`config.mk`:
```
export PLATFORM = sky130hd
export DESIGN_NAME = ws_word_lock
export DESIGN_NICKNAME = d
export VERILOG_FILES = /design/src/rtl/ws_pkg.sv /design/src/rtl/ws_char_class.sv /design/src/rtl/ws_lock_fsm.sv /design/src/rtl/ws_word_lock.sv
export SDC_FILE = /design/constraint.sdc
export NUM_CORES = 1
export LEC_CHECK = 0
export ABC_AREA = 1
export BUFFER_PORTS_ARGS = -buffer_cell sky130_fd_sc_hd__buf_2
export CORE_AREA = 2 2 39 41
export DETAILED_ROUTE_END_ITERATION = 8
export DIE_AREA = 0 0 41 43
export SKIP_LAST_GASP = 1
export SLEW_MARGIN = 15
export SYNTH_ARGS = -nofsm -noshare
export SYNTH_HDL_FRONTEND = slang
export SYNTH_SLANG_ARGS = --single-unit
```
`constraint.sdc`:
```
create_clock -name clk -period 1.3 [get_ports clk]
set_input_delay 0.195 -clock clk [delete_from_list [all_inputs] [get_ports clk]]
set_output_delay 0.195 -clock clk [all_outputs]
set_load 0.01 [all_outputs]
```
`src/rtl/ws_pkg.sv`:
```
package ws_pkg;

  typedef enum logic {
    PH_ACQUIRE = 1'b0,
    PH_LOCKED  = 1'b1
  } phase_e;

  typedef struct packed {
    logic err;
    logic good_comma;
  } char_class_t;

endpackage

```
`src/rtl/ws_char_class.sv`:
```
module ws_char_class
  import ws_pkg::*;
(
  input  logic        k_found,
  input  logic        code_err,
  input  logic        disp_err,
  output char_class_t cls
);

  // both error kinds merge into one condition
  always_comb begin
    cls.err        = code_err | disp_err;
    cls.good_comma = k_found & ~(code_err | disp_err);
  end

endmodule

```
`src/rtl/ws_lock_fsm.sv`:
```
module ws_lock_fsm
  import ws_pkg::*;
#(
  parameter int ACQ_COMMAS  = 2,
  parameter int LOSS_ERRORS = 4
) (
  input  logic        clk,
  input  logic        rst_n,
  input  logic        vld,
  input  char_class_t cls,
  output logic        locked
);

  localparam int MAXN = (ACQ_COMMAS > LOSS_ERRORS) ? ACQ_COMMAS : LOSS_ERRORS;
  localparam int CW   = (MAXN > 2) ? $clog2(MAXN) : 1;
  localparam logic [CW-1:0] ACQ_LAST  = CW'(ACQ_COMMAS - 1);
  localparam logic [CW-1:0] LOSS_LAST = CW'(LOSS_ERRORS - 1);

  phase_e        ph, ph_n;
  logic [CW-1:0] cnt, cnt_n;

  always_comb begin
    ph_n  = ph;
    cnt_n = cnt;
    if (vld) begin
      unique case (ph)
        PH_ACQUIRE: begin
          if (cls.good_comma) begin
            if (cnt == ACQ_LAST) begin
              ph_n  = PH_LOCKED;
              cnt_n = '0;
            end else begin
              cnt_n = cnt + CW'(1);
            end
          end else begin
            cnt_n = '0;
          end
        end
        PH_LOCKED: begin
          if (cls.err) begin
            if (cnt == LOSS_LAST) begin
              ph_n  = PH_ACQUIRE;
              cnt_n = '0;
            end else begin
              cnt_n = cnt + CW'(1);
            end
          end else begin
            cnt_n = '0;
          end
        end
        default: begin
          ph_n  = PH_ACQUIRE;
          cnt_n = '0;
        end
      endcase
    end
  end

  always_ff @(posedge clk) begin
    if (!rst_n) begin
      ph  <= PH_ACQUIRE;
      cnt <= '0;
    end else begin
      ph  <= ph_n;
      cnt <= cnt_n;
    end
  end

  assign locked = (ph == PH_LOCKED);

  // lock is only gained on a valid clean comma
  p_lock_needs_comma_r2: assert property (@(posedge clk) disable iff (!rst_n)
    $rose(locked) |-> $past(vld) && $past(cls.good_comma));

  // lock is only lost on a valid errored character
  p_loss_needs_err_r5: assert property (@(posedge clk) disable iff (!rst_n)
    $fell(locked) |-> $past(vld) && $past(cls.err));

  // bubbles hold every piece of state
  p_bubble_holds_r7: assert property (@(posedge clk) disable iff (!rst_n)
    !vld |=> $stable(ph) && $stable(cnt));

  // a clean character while locked keeps lock and clears the run
  p_clean_clears_run_r6: assert property (@(posedge clk) disable iff (!rst_n)
    (locked && vld && !cls.err) |=> locked && (cnt == '0));

  // a non-clean-comma while acquiring restarts the count
  p_acq_restart_r3: assert property (@(posedge clk) disable iff (!rst_n)
    (!locked && vld && !cls.good_comma) |=> !locked && (cnt == '0));

  // run counter stays inside the run length of its phase
  p_cnt_range_r9: assert property (@(posedge clk) disable iff (!rst_n)
    locked ? (cnt <= LOSS_LAST) : (cnt <= ACQ_LAST));

endmodule

```
`src/rtl/ws_word_lock.sv`:
```
module ws_word_lock
  import ws_pkg::*;
#(
  parameter int ACQ_COMMAS  = 2,
  parameter int LOSS_ERRORS = 4
) (
  input  logic clk,
  input  logic rst_n,
  input  logic chr_vld,
  input  logic k_found,
  input  logic code_err,
  input  logic disp_err,
  output logic word_sync,
  output logic fifo_wr
);

  char_class_t cls;
  logic        locked;

  ws_char_class u_class (
    .k_found  (k_found),
    .code_err (code_err),
    .disp_err (disp_err),
    .cls      (cls)
  );

  ws_lock_fsm #(
    .ACQ_COMMAS  (ACQ_COMMAS),
    .LOSS_ERRORS (LOSS_ERRORS)
  ) u_fsm (
    .clk    (clk),
    .rst_n  (rst_n),
    .vld    (chr_vld),
    .cls    (cls),
    .locked (locked)
  );

  assign word_sync = locked;
  assign fifo_wr   = chr_vld & locked;

  // the character that completes acquisition is not written
  p_no_wr_on_acquire_r8: assert property (@(posedge clk) disable iff (!rst_n)
    $rose(word_sync) |-> $past(chr_vld) && !$past(fifo_wr));

  // the character that ends lock is still written
  p_wr_on_loss_r8: assert property (@(posedge clk) disable iff (!rst_n)
    $fell(word_sync) |-> $past(fifo_wr));

  // nothing is written while reset holds
  always_comb begin
    if (!rst_n) a_reset_quiet_r1: assert (!fifo_wr);
  end

endmodule

```
**Word level (Yosys, flattened, before mapping)**

Index checks and enable logic that the tools add are counted.

- Add/subtract/negate cells: 1
- Equality and inequality tests: 2
- Multiplexer cells: 10
- Bitwise logic cells: 5

Operators by type and width:

| cell | count |
|---|---|
| 2-bit 2-to-1 mux | 4 |
| 1-bit 2-to-1 mux | 4 |
| 2-bit case mux with 2 select lines | 1 |
| 2-bit by 1-bit adder with 2-bit output (second input constant) | 1 |
| 1-bit bitwise AND | 2 |
| 2-bit by 1-bit equality test with 1-bit output (second input constant) | 1 |
| 2-bit equality test (second input constant) | 1 |
| 1-bit inverter | 2 |
| 1-bit case mux with 2 select lines | 1 |
| 1-bit bitwise OR | 1 |

- Register bits after elaboration: 3
- Word-level logic and storage cells: 20

**Depth between registers and ports, before layout**

Gate-level depths: netlist (run 1).

- Word-level depth: 5
- Gate-level depth with buffers: 7
- Gate-level depth less buffers: 7

**By module**

From an unflattened synthesis (run 1), not the netlist that was laid out.

- Cell total of the unflattened synthesis: 39
- Area, all modules: 246.5 um^2

By module, submodules not included:

| module | instances | cells each | area an instance (um^2) | seq. area each (um^2) |
|---|---|---|---|---|
| ws_lock_fsm | 1 | 32 | 215.2 | 60.1 |
| ws_char_class | 1 | 5 | 23.8 | 0.0 |
| ws_word_lock | 1 | 2 | 7.5 | 0.0 |

**Least setup slack after synthesis (run 1)**

OpenSTA, ideal clock, no wires.

- Kind: reg-to-reg
- From: reg u_fsm.cnt[0]
- To: reg u_fsm.cnt[1]
- Arrival time: 0.897 ns
- Setup slack: 0.284 ns
- Cell stages (with the launch flop): 6
- Buffers on the path: 0
- Period minus slack after synthesis: 1.016 ns
- Path through: dfxtp_1 -> inv_1 -> ha_1 -> nor2_1 -> a21oi_1 -> a21oi_1

- Longest elaborated chain between the ends: 4

Ends and longest elaborated chain:

| element | line | RTL |
|---|---|---|
| start: declaration | ws_lock_fsm.sv:20 | `logic [CW-1:0] cnt, cnt_n;` |
| start signal: assignment | ws_lock_fsm.sv:65 | `cnt <= cnt_n;` |
| 2-bit by 1-bit adder with 2-bit output (tied with other cells) | ws_lock_fsm.sv:33, ws_lock_fsm.sv:45 |  |
| 2-bit 2-to-1 mux (on tied branches) | ws_lock_fsm.sv:41, ws_lock_fsm.sv:29 |  |
| 2-bit 2-to-1 mux (on tied branches) | ws_lock_fsm.sv:40, ws_lock_fsm.sv:28 |  |
| 2-bit case mux with 2 select lines * | ws_lock_fsm.sv:26 | `unique case (ph)` |

Mark *: on every way between the ends. The rest lies on a longest branch, timed or not.
A chain may end at the register's enable or synchronous reset.

**Worst setup path after layout (run 1)**

Ends and elaborated chain as after synthesis.

==> metrics.cfg, run 1 <==
[status]
outcome=complete, no violations

[worst_setup_path]
critical-path-max-stage-delay_ps=380
timing.critical_path.slowest_stage_cell=sky130_fd_sc_hd__dfxtp_1
timing.critical_path.arrival_ps=1280
cp_data_required_time_ps=1450
reg2reg_path_depth=5
path_max_fanout=5
timing_worst_setup_path_type=reg -> reg
timing.critical_path.from_type=flip-flop
worst_path_most_repeated_cell=sky130_fd_sc_hd__a21oi_1
endpoint_kind_of_the_worst_setup_timing_path=flip-flop
cell_by_cell_trace_of_the_critical_path=inv_1 -> ha_1 -> nor2_1 -> a21oi_1 -> a21oi_1

[sta]
fmax_ghz=0.8854
timing.final.setup_violations=0
tns_ps=0
hold_viol_final=0
worst_slew_pin_slew_ps=191.5
number_of_max_slew_violations_in_the_final_report=0
timing.slew.headroom_pct=87.22
grt_setup_unrepaired=false
min_period_ps=1129
final.period_utilization_pct=86.88
clock_skew_ps=1.062

[detailed_routing]
drt_first_iter_violations=2
route.detailed.vias_per_inst=3.717
detail_route.first_pass.iterations=2
num_vias=223
post-route-drc-count=0
average_detailed_routed_wire_length_per_instance_um=7.583
routed_wirelength_um=455
detail-route-antenna-nets=0

[layout]
area.growth.synth_to_final_pct=35.91
drive_gt1_share_pct=29.55
layout.cell_area.non_filler_um2=307.8
filler_free_cell_count_of_the_finished_design=60
antenna_cells=0
fin_nets=54

[yosys]
avgSynthCellArea_um2=6.863
synth_enable_flop_cells=0
synth_area_um2=226.5
yosysWarnings=0
synth-seq-cells=3
yosysTopAreaCellShare_pct=26.52
post_synth_num_cell_types=12
synthCells=33
ys_top_cells_by_count=sky130_fd_sc_hd__inv_1, sky130_fd_sc_hd__nand2_1, sky130_fd_sc_hd__dfxtp_1, sky130_fd_sc_hd__ha_1, sky130_fd_sc_hd__nand3_1
synth.top_cells.by_area=sky130_fd_sc_hd__dfxtp_1, sky130_fd_sc_hd__ha_1, sky130_fd_sc_hd__inv_1
netlist.top_cell.by_area=sky130_fd_sc_hd__dfxtp_1
fraction_of_the_yosys_area_taken_by_sequential_cells_pct=26.52
synth_flop_cell=sky130_fd_sc_hd__dfxtp_1
synthesis.nets=42
synthArstFlopShare_pct=0
yosys.cell_count.top_type=sky130_fd_sc_hd__inv_1

[global_route]
grt_pass1_vias=212
grt_max_degree=6
total_global_routing_overflow=0
grt_pass1_wl_um=779
antenna_found_initial=0
grt_usage_pct=7.014

[floorplan]
fp.dieH_um=43
dieWidth_um=41
design.portCount=8
design.die.area_um2=1763
rows=14
floorplan.core_area_um2=1384
initial_core_util_pct=16.37

[cts]
clk_pin_slew_ps=30
cts_resized=0
cts.sink_count=3
cts.hold.buffers_added=0
htreeDepth=1
worstSkewPairLatency_ps=230
max-clock-path-buffers=2
cts.root.buffer_cell=sky130_fd_sc_hd__clkbuf_4
tritoncts=yes
cts.repair_timing.setup_buffer_count=0
numCtsBuffers=3

[worst_hold_path]
holdPathStages=3
hold_class=in -> reg

[power]
power_per_cell_area_nw_per_um2=928.1
p_leak_uw=0.0001620
vdd_ir_drop_max_mv=0.2765

[placed_design]
gp_routability_congestion=0.6495
place.detailed.instances=56
numPortBuffers=7
placed_cell_area_um2=281.5
hpwlAfterDp_um=372.2

[job]
timing.max_cap.violations=0

where the power goes:
part / total, uW / internal [uW] / switching (uW) / leakage (uW)
combinational: 29.0 / 12.4 / 16.6 / 0.000123
clock: 159 / 115 / 44.1 / 0.0000150
sequential: 97.8 / 95.2 / 2.66 / 0.0000244
worst max-delay path, delay by kind of cell (launching register included):
family | cells | cell delay (ps)
adder cells (fa/ha/maj) | 1 | 290
flip-flops | 1 | 380
AND/OR/NAND/NOR | 1 | 110
AO/OA/AOI/OAI | 2 | 210
buffers and inverters | 1 | 60
final timing paths:
path	start	endpoint	slack (ps)
setup reg to reg	u_fsm.cnt[0]	u_fsm.cnt[1]	170
hold reg to reg	u_fsm.cnt[0]	u_fsm.cnt[0]	530
hold / removal	rst_n	u_fsm.cnt[0]	220
setup / recovery	u_fsm.cnt[0]	u_fsm.cnt[1]	170
cells in the final DEF (no fill, tap or decap), types with 2 or more instances in the layout:
master,instances
sky130_fd_sc_hd__a21oi_1,2
sky130_fd_sc_hd__nand2_1,4
sky130_fd_sc_hd__inv_1,9
sky130_fd_sc_hd__dfxtp_1,3
sky130_fd_sc_hd__nor2_1,2
sky130_fd_sc_hd__ha_1,3
sky130_fd_sc_hd__o21ai_0,2
sky130_fd_sc_hd__clkbuf_4,3
sky130_fd_sc_hd__buf_2,7
sky130_fd_sc_hd__nand3_1,3
sky130_fd_sc_hd__nand4_1,2
area by class of cell:
class | count | area (um^2)
multi-input combinational | 21 | 132.6
tap | 16 | 20.02
inverter | 9 | 33.78
clock buffer | 4 | 26.28
sequential | 3 | 60.06
fill | 159 | 1076
timing repair buffer | 7 | 35.03
flip-flops by register name (all words and copies together), names as in the netlist:
| register | cells |
|---|---|
| u_fsm.cnt | 2 |
| u_fsm.locked | 1 |
metrics by stage:
step           util [%]  hold WS [ps]  power [uW]  setup slack, ps
2_1_floorplan         -         316.5       113.7            283.6
3_3_place_gp      20.34         452.9       128.3            203.3
3_5_place_dp      20.34         452.6       128.5            171.8
4_1_cts           22.24         208.7       295.1            161.6
5_1_grt           22.24         217.5       314.2            35.01
6_report          22.24         217.2       285.7            170.6
metal layers:
layer  GRT usage, %  up-vias  share of wire [%]
met1          7.987       93                 48
met2          8.438        5                 45
met4          8.000        0                  0
met5              0        -                  0
li1               -      125                  -
met3          3.141        0                6.6
cell families (layout without fill, tap and decap cells):
kind of cell / count (synthesis) / in the layout / synth area share [%]
buffers and inverters: 9 / 20 / 14.92
adders and majority gates: 3 / 3 / 16.58
AOI/OAI and AO/OA: 5 / 5 / 12.71
and+or+nand+nor: 13 / 13 / 29.28
DFF: 3 / 3 / 26.52
Note: power is estimated with default switching activity, not from simulation.
==> inputs of run 2 (changes only) <==
--- a/config.mk
+++ b/config.mk
@@ -10,6 +10,8 @@
 export CORE_AREA = 2 2 39 41
 export DETAILED_ROUTE_END_ITERATION = 8
 export DIE_AREA = 0 0 41 43
+export GPL_TIMING_DRIVEN = 0
+export PLACE_DENSITY_LB_ADDON = 0.3
 export SKIP_LAST_GASP = 1
 export SLEW_MARGIN = 15
 export SYNTH_ARGS = -nofsm -noshare
==> metrics.cfg, run 2 (synthesis gave the netlist of run 1 again) <==
[cts]
cts.repair_timing.setup_buffer_count=0  ; unchanged
tritoncts=yes  ; unchanged
worstSkewPairLatency_ps=230  ; about the same
cts.sink_count=3  ; unchanged
cts.hold.buffers_added=0  ; unchanged
numCtsBuffers=3  ; unchanged
cts.root.buffer_cell=sky130_fd_sc_hd__clkbuf_4  ; unchanged
htreeDepth=1  ; unchanged
clk_pin_slew_ps=30  ; about the same
cts_resized=0  ; unchanged
max-clock-path-buffers=2  ; unchanged

[worst_setup_path]
timing_worst_setup_path_type=reg -> reg  ; unchanged
worst_path_most_repeated_cell=sky130_fd_sc_hd__a21oi_1  ; unchanged
path_max_fanout=5  ; unchanged
cell_by_cell_trace_of_the_critical_path=inv_1 -> ha_1 -> nor2_1 -> a21oi_1 -> a21oi_1  ; unchanged
critical-path-max-stage-delay_ps=390  ; was 380 ps
timing.critical_path.arrival_ps=1260  ; was 1280 ps
endpoint_kind_of_the_worst_setup_timing_path=flip-flop  ; unchanged
worstSetupStartpoint=u_fsm.cnt[0]  ; unchanged
cp_data_required_time_ps=1450  ; about the same
reg2reg_path_depth=5  ; unchanged
timing.critical_path.from_type=flip-flop  ; unchanged
rr_startpoint=u_fsm.cnt[0]  ; unchanged
r2r_slack_ps=200  ; was 170 ps
rr_endpoint=u_fsm.cnt[1]  ; unchanged
timing.critical_path.slowest_stage_cell=sky130_fd_sc_hd__dfxtp_1  ; unchanged

[placed_design]
hpwlAfterDp_um=387.2  ; was 372.2 um
numPortBuffers=7  ; unchanged
place.detailed.instances=56  ; unchanged
worst_setup_slack_after_placement_ps=189.6  ; was 171.8 ps
gp_routability_congestion=0.6774  ; was 0.6495

[floorplan]
design.die.area_um2=1763  ; unchanged
floorplan.core_area_um2=1384  ; unchanged
fp.dieH_um=43  ; unchanged
design.portCount=8  ; unchanged
rows=14  ; unchanged
dieWidth_um=41  ; unchanged
initial_core_util_pct=16.37  ; unchanged

[sta]
min_period_ps=1101  ; was 1129 ps
timing.slew.headroom_pct=87.12  ; was 87.22%
post_route_worst_setup_slack_ps=199.1  ; was 170.6 ps
grt_setup_unrepaired=false  ; unchanged
number_of_max_slew_violations_in_the_final_report=0  ; unchanged
clock_skew_ps=0.03904  ; was 1.062 ps
timing.final.setup_violations=0  ; unchanged
hold_slack_ps=220.2  ; was 217.2 ps
worst_slew_pin_slew_ps=193.0  ; was 191.5 ps
tns_ps=0  ; unchanged
final.period_utilization_pct=84.69  ; was 86.88%
hold_viol_final=0  ; unchanged
fmax_ghz=0.9083  ; was 0.8854 GHz

[layout]
final.fill_count=164  ; was 159
drive_gt1_share_pct=29.55  ; unchanged
mostFrequentLayoutCell=sky130_fd_sc_hd__inv_1  ; unchanged
largest_register=u_fsm.cnt  ; unchanged
antenna_cells=0  ; unchanged
layout.cells.most_common_list=sky130_fd_sc_hd__inv_1, sky130_fd_sc_hd__buf_2, sky130_fd_sc_hd__nand2_1  ; unchanged
largest_register_ffs=2  ; unchanged
area.growth.synth_to_final_pct=35.91  ; unchanged
filler_free_cell_count_of_the_finished_design=60  ; unchanged
fin_nets=54  ; unchanged

[detailed_routing]
post-route-drc-count=0  ; unchanged
routed_wirelength_um=447  ; was 455 um
route.detailed.vias_per_inst=3.917  ; was 3.717
average_detailed_routed_wire_length_per_instance_um=7.450  ; was 7.583 um
num_vias=235  ; was 223
detail-route-antenna-nets=0  ; unchanged
drt_first_iter_violations=0  ; was 2
detail_route.first_pass.iterations=1  ; was 2

[global_route]
antenna_found_initial=0  ; unchanged
grt_max_degree=6  ; unchanged
total_global_routing_overflow=0  ; unchanged
grt_usage_pct=6.426  ; was 7.014%
grt_pass1_vias=203  ; was 212
grt_pass1_wl_um=710  ; was 779 um

[status]
outcome=complete, no violations  ; unchanged

[worst_hold_path]
timing.hold.worst_endpoint=u_fsm.cnt[0]  ; unchanged
holdPathStages=3  ; unchanged
worst_hold_startpoint=rst_n  ; unchanged
hold_class=in -> reg  ; unchanged

[power]
power_per_cell_area_nw_per_um2=922.3  ; was 928.1 nW/um^2
p_leak_uw=0.0001620  ; unchanged
totalPowerFinal_uw=283.9  ; was 285.7 uW
vdd_ir_drop_max_mv=0.2670  ; was 0.2765 mV

[job]
timing.max_cap.violations=0  ; unchanged

-- run 2: cell counts in the layout (fill, tap and decap cells not counted) --
Identical to the previous run, type by type.
-- run 2: layout make-up --
class / count / area (um^2) / share of cell area, %
timing repair buffer: 7 / 35.03 / 11.38
tap: 16 / 20.02 / 6.504
inverter: 9 / 33.78 / 10.98
multi-input combinational: 21 / 132.6 / 43.09
sequential: 3 / 60.06 / 19.51
clock buffer: 4 / 26.28 / 8.537
-- run 2: layer usage --
metal  track usage, %  wire length, um
met5                0                0
met4            8.000                0
met3            1.571               47
met2            7.813              211
met1            7.717              188
-- run 2: how the worst max path moves through the flow --
stage              endpoint  slack (ps)  cells after the start
6_report       u_fsm.cnt[1]         200                      5
5_1_grt        u_fsm.cnt[1]          80                      5
4_1_cts        u_fsm.cnt[1]         180                      5
3_5_place_dp   u_fsm.cnt[1]         190                      5
3_3_place_gp   u_fsm.cnt[1]         220                      5
2_1_floorplan  u_fsm.cnt[1]         280                      5
-- run 2: worst max-delay path, delay by kind of cell, from the launching register on --
kind                       cells  cell delay [ps]
AOI/OAI and AO/OA              2              200
and+or+nand+nor                1              100
DFF                            1              390
adders and majority gates      1              280
buffers and inverters          1               60
-- run 2: where the power goes --
part | total [uW] | switching [uW] | internal (uW)
clock | 158 | 43.0 | 115
combinational | 28.2 | 16.0 | 12.2
sequential | 98.0 | 2.79 | 95.2
-- run 2: through the flow --
step	utilization, %	instance area [um^2]
2_1_floorplan	-	226.5
3_3_place_gp	20.34	281.5
3_5_place_dp	20.34	281.5
4_1_cts	22.24	307.8
5_1_grt	22.24	307.8
6_report	22.24	307.8
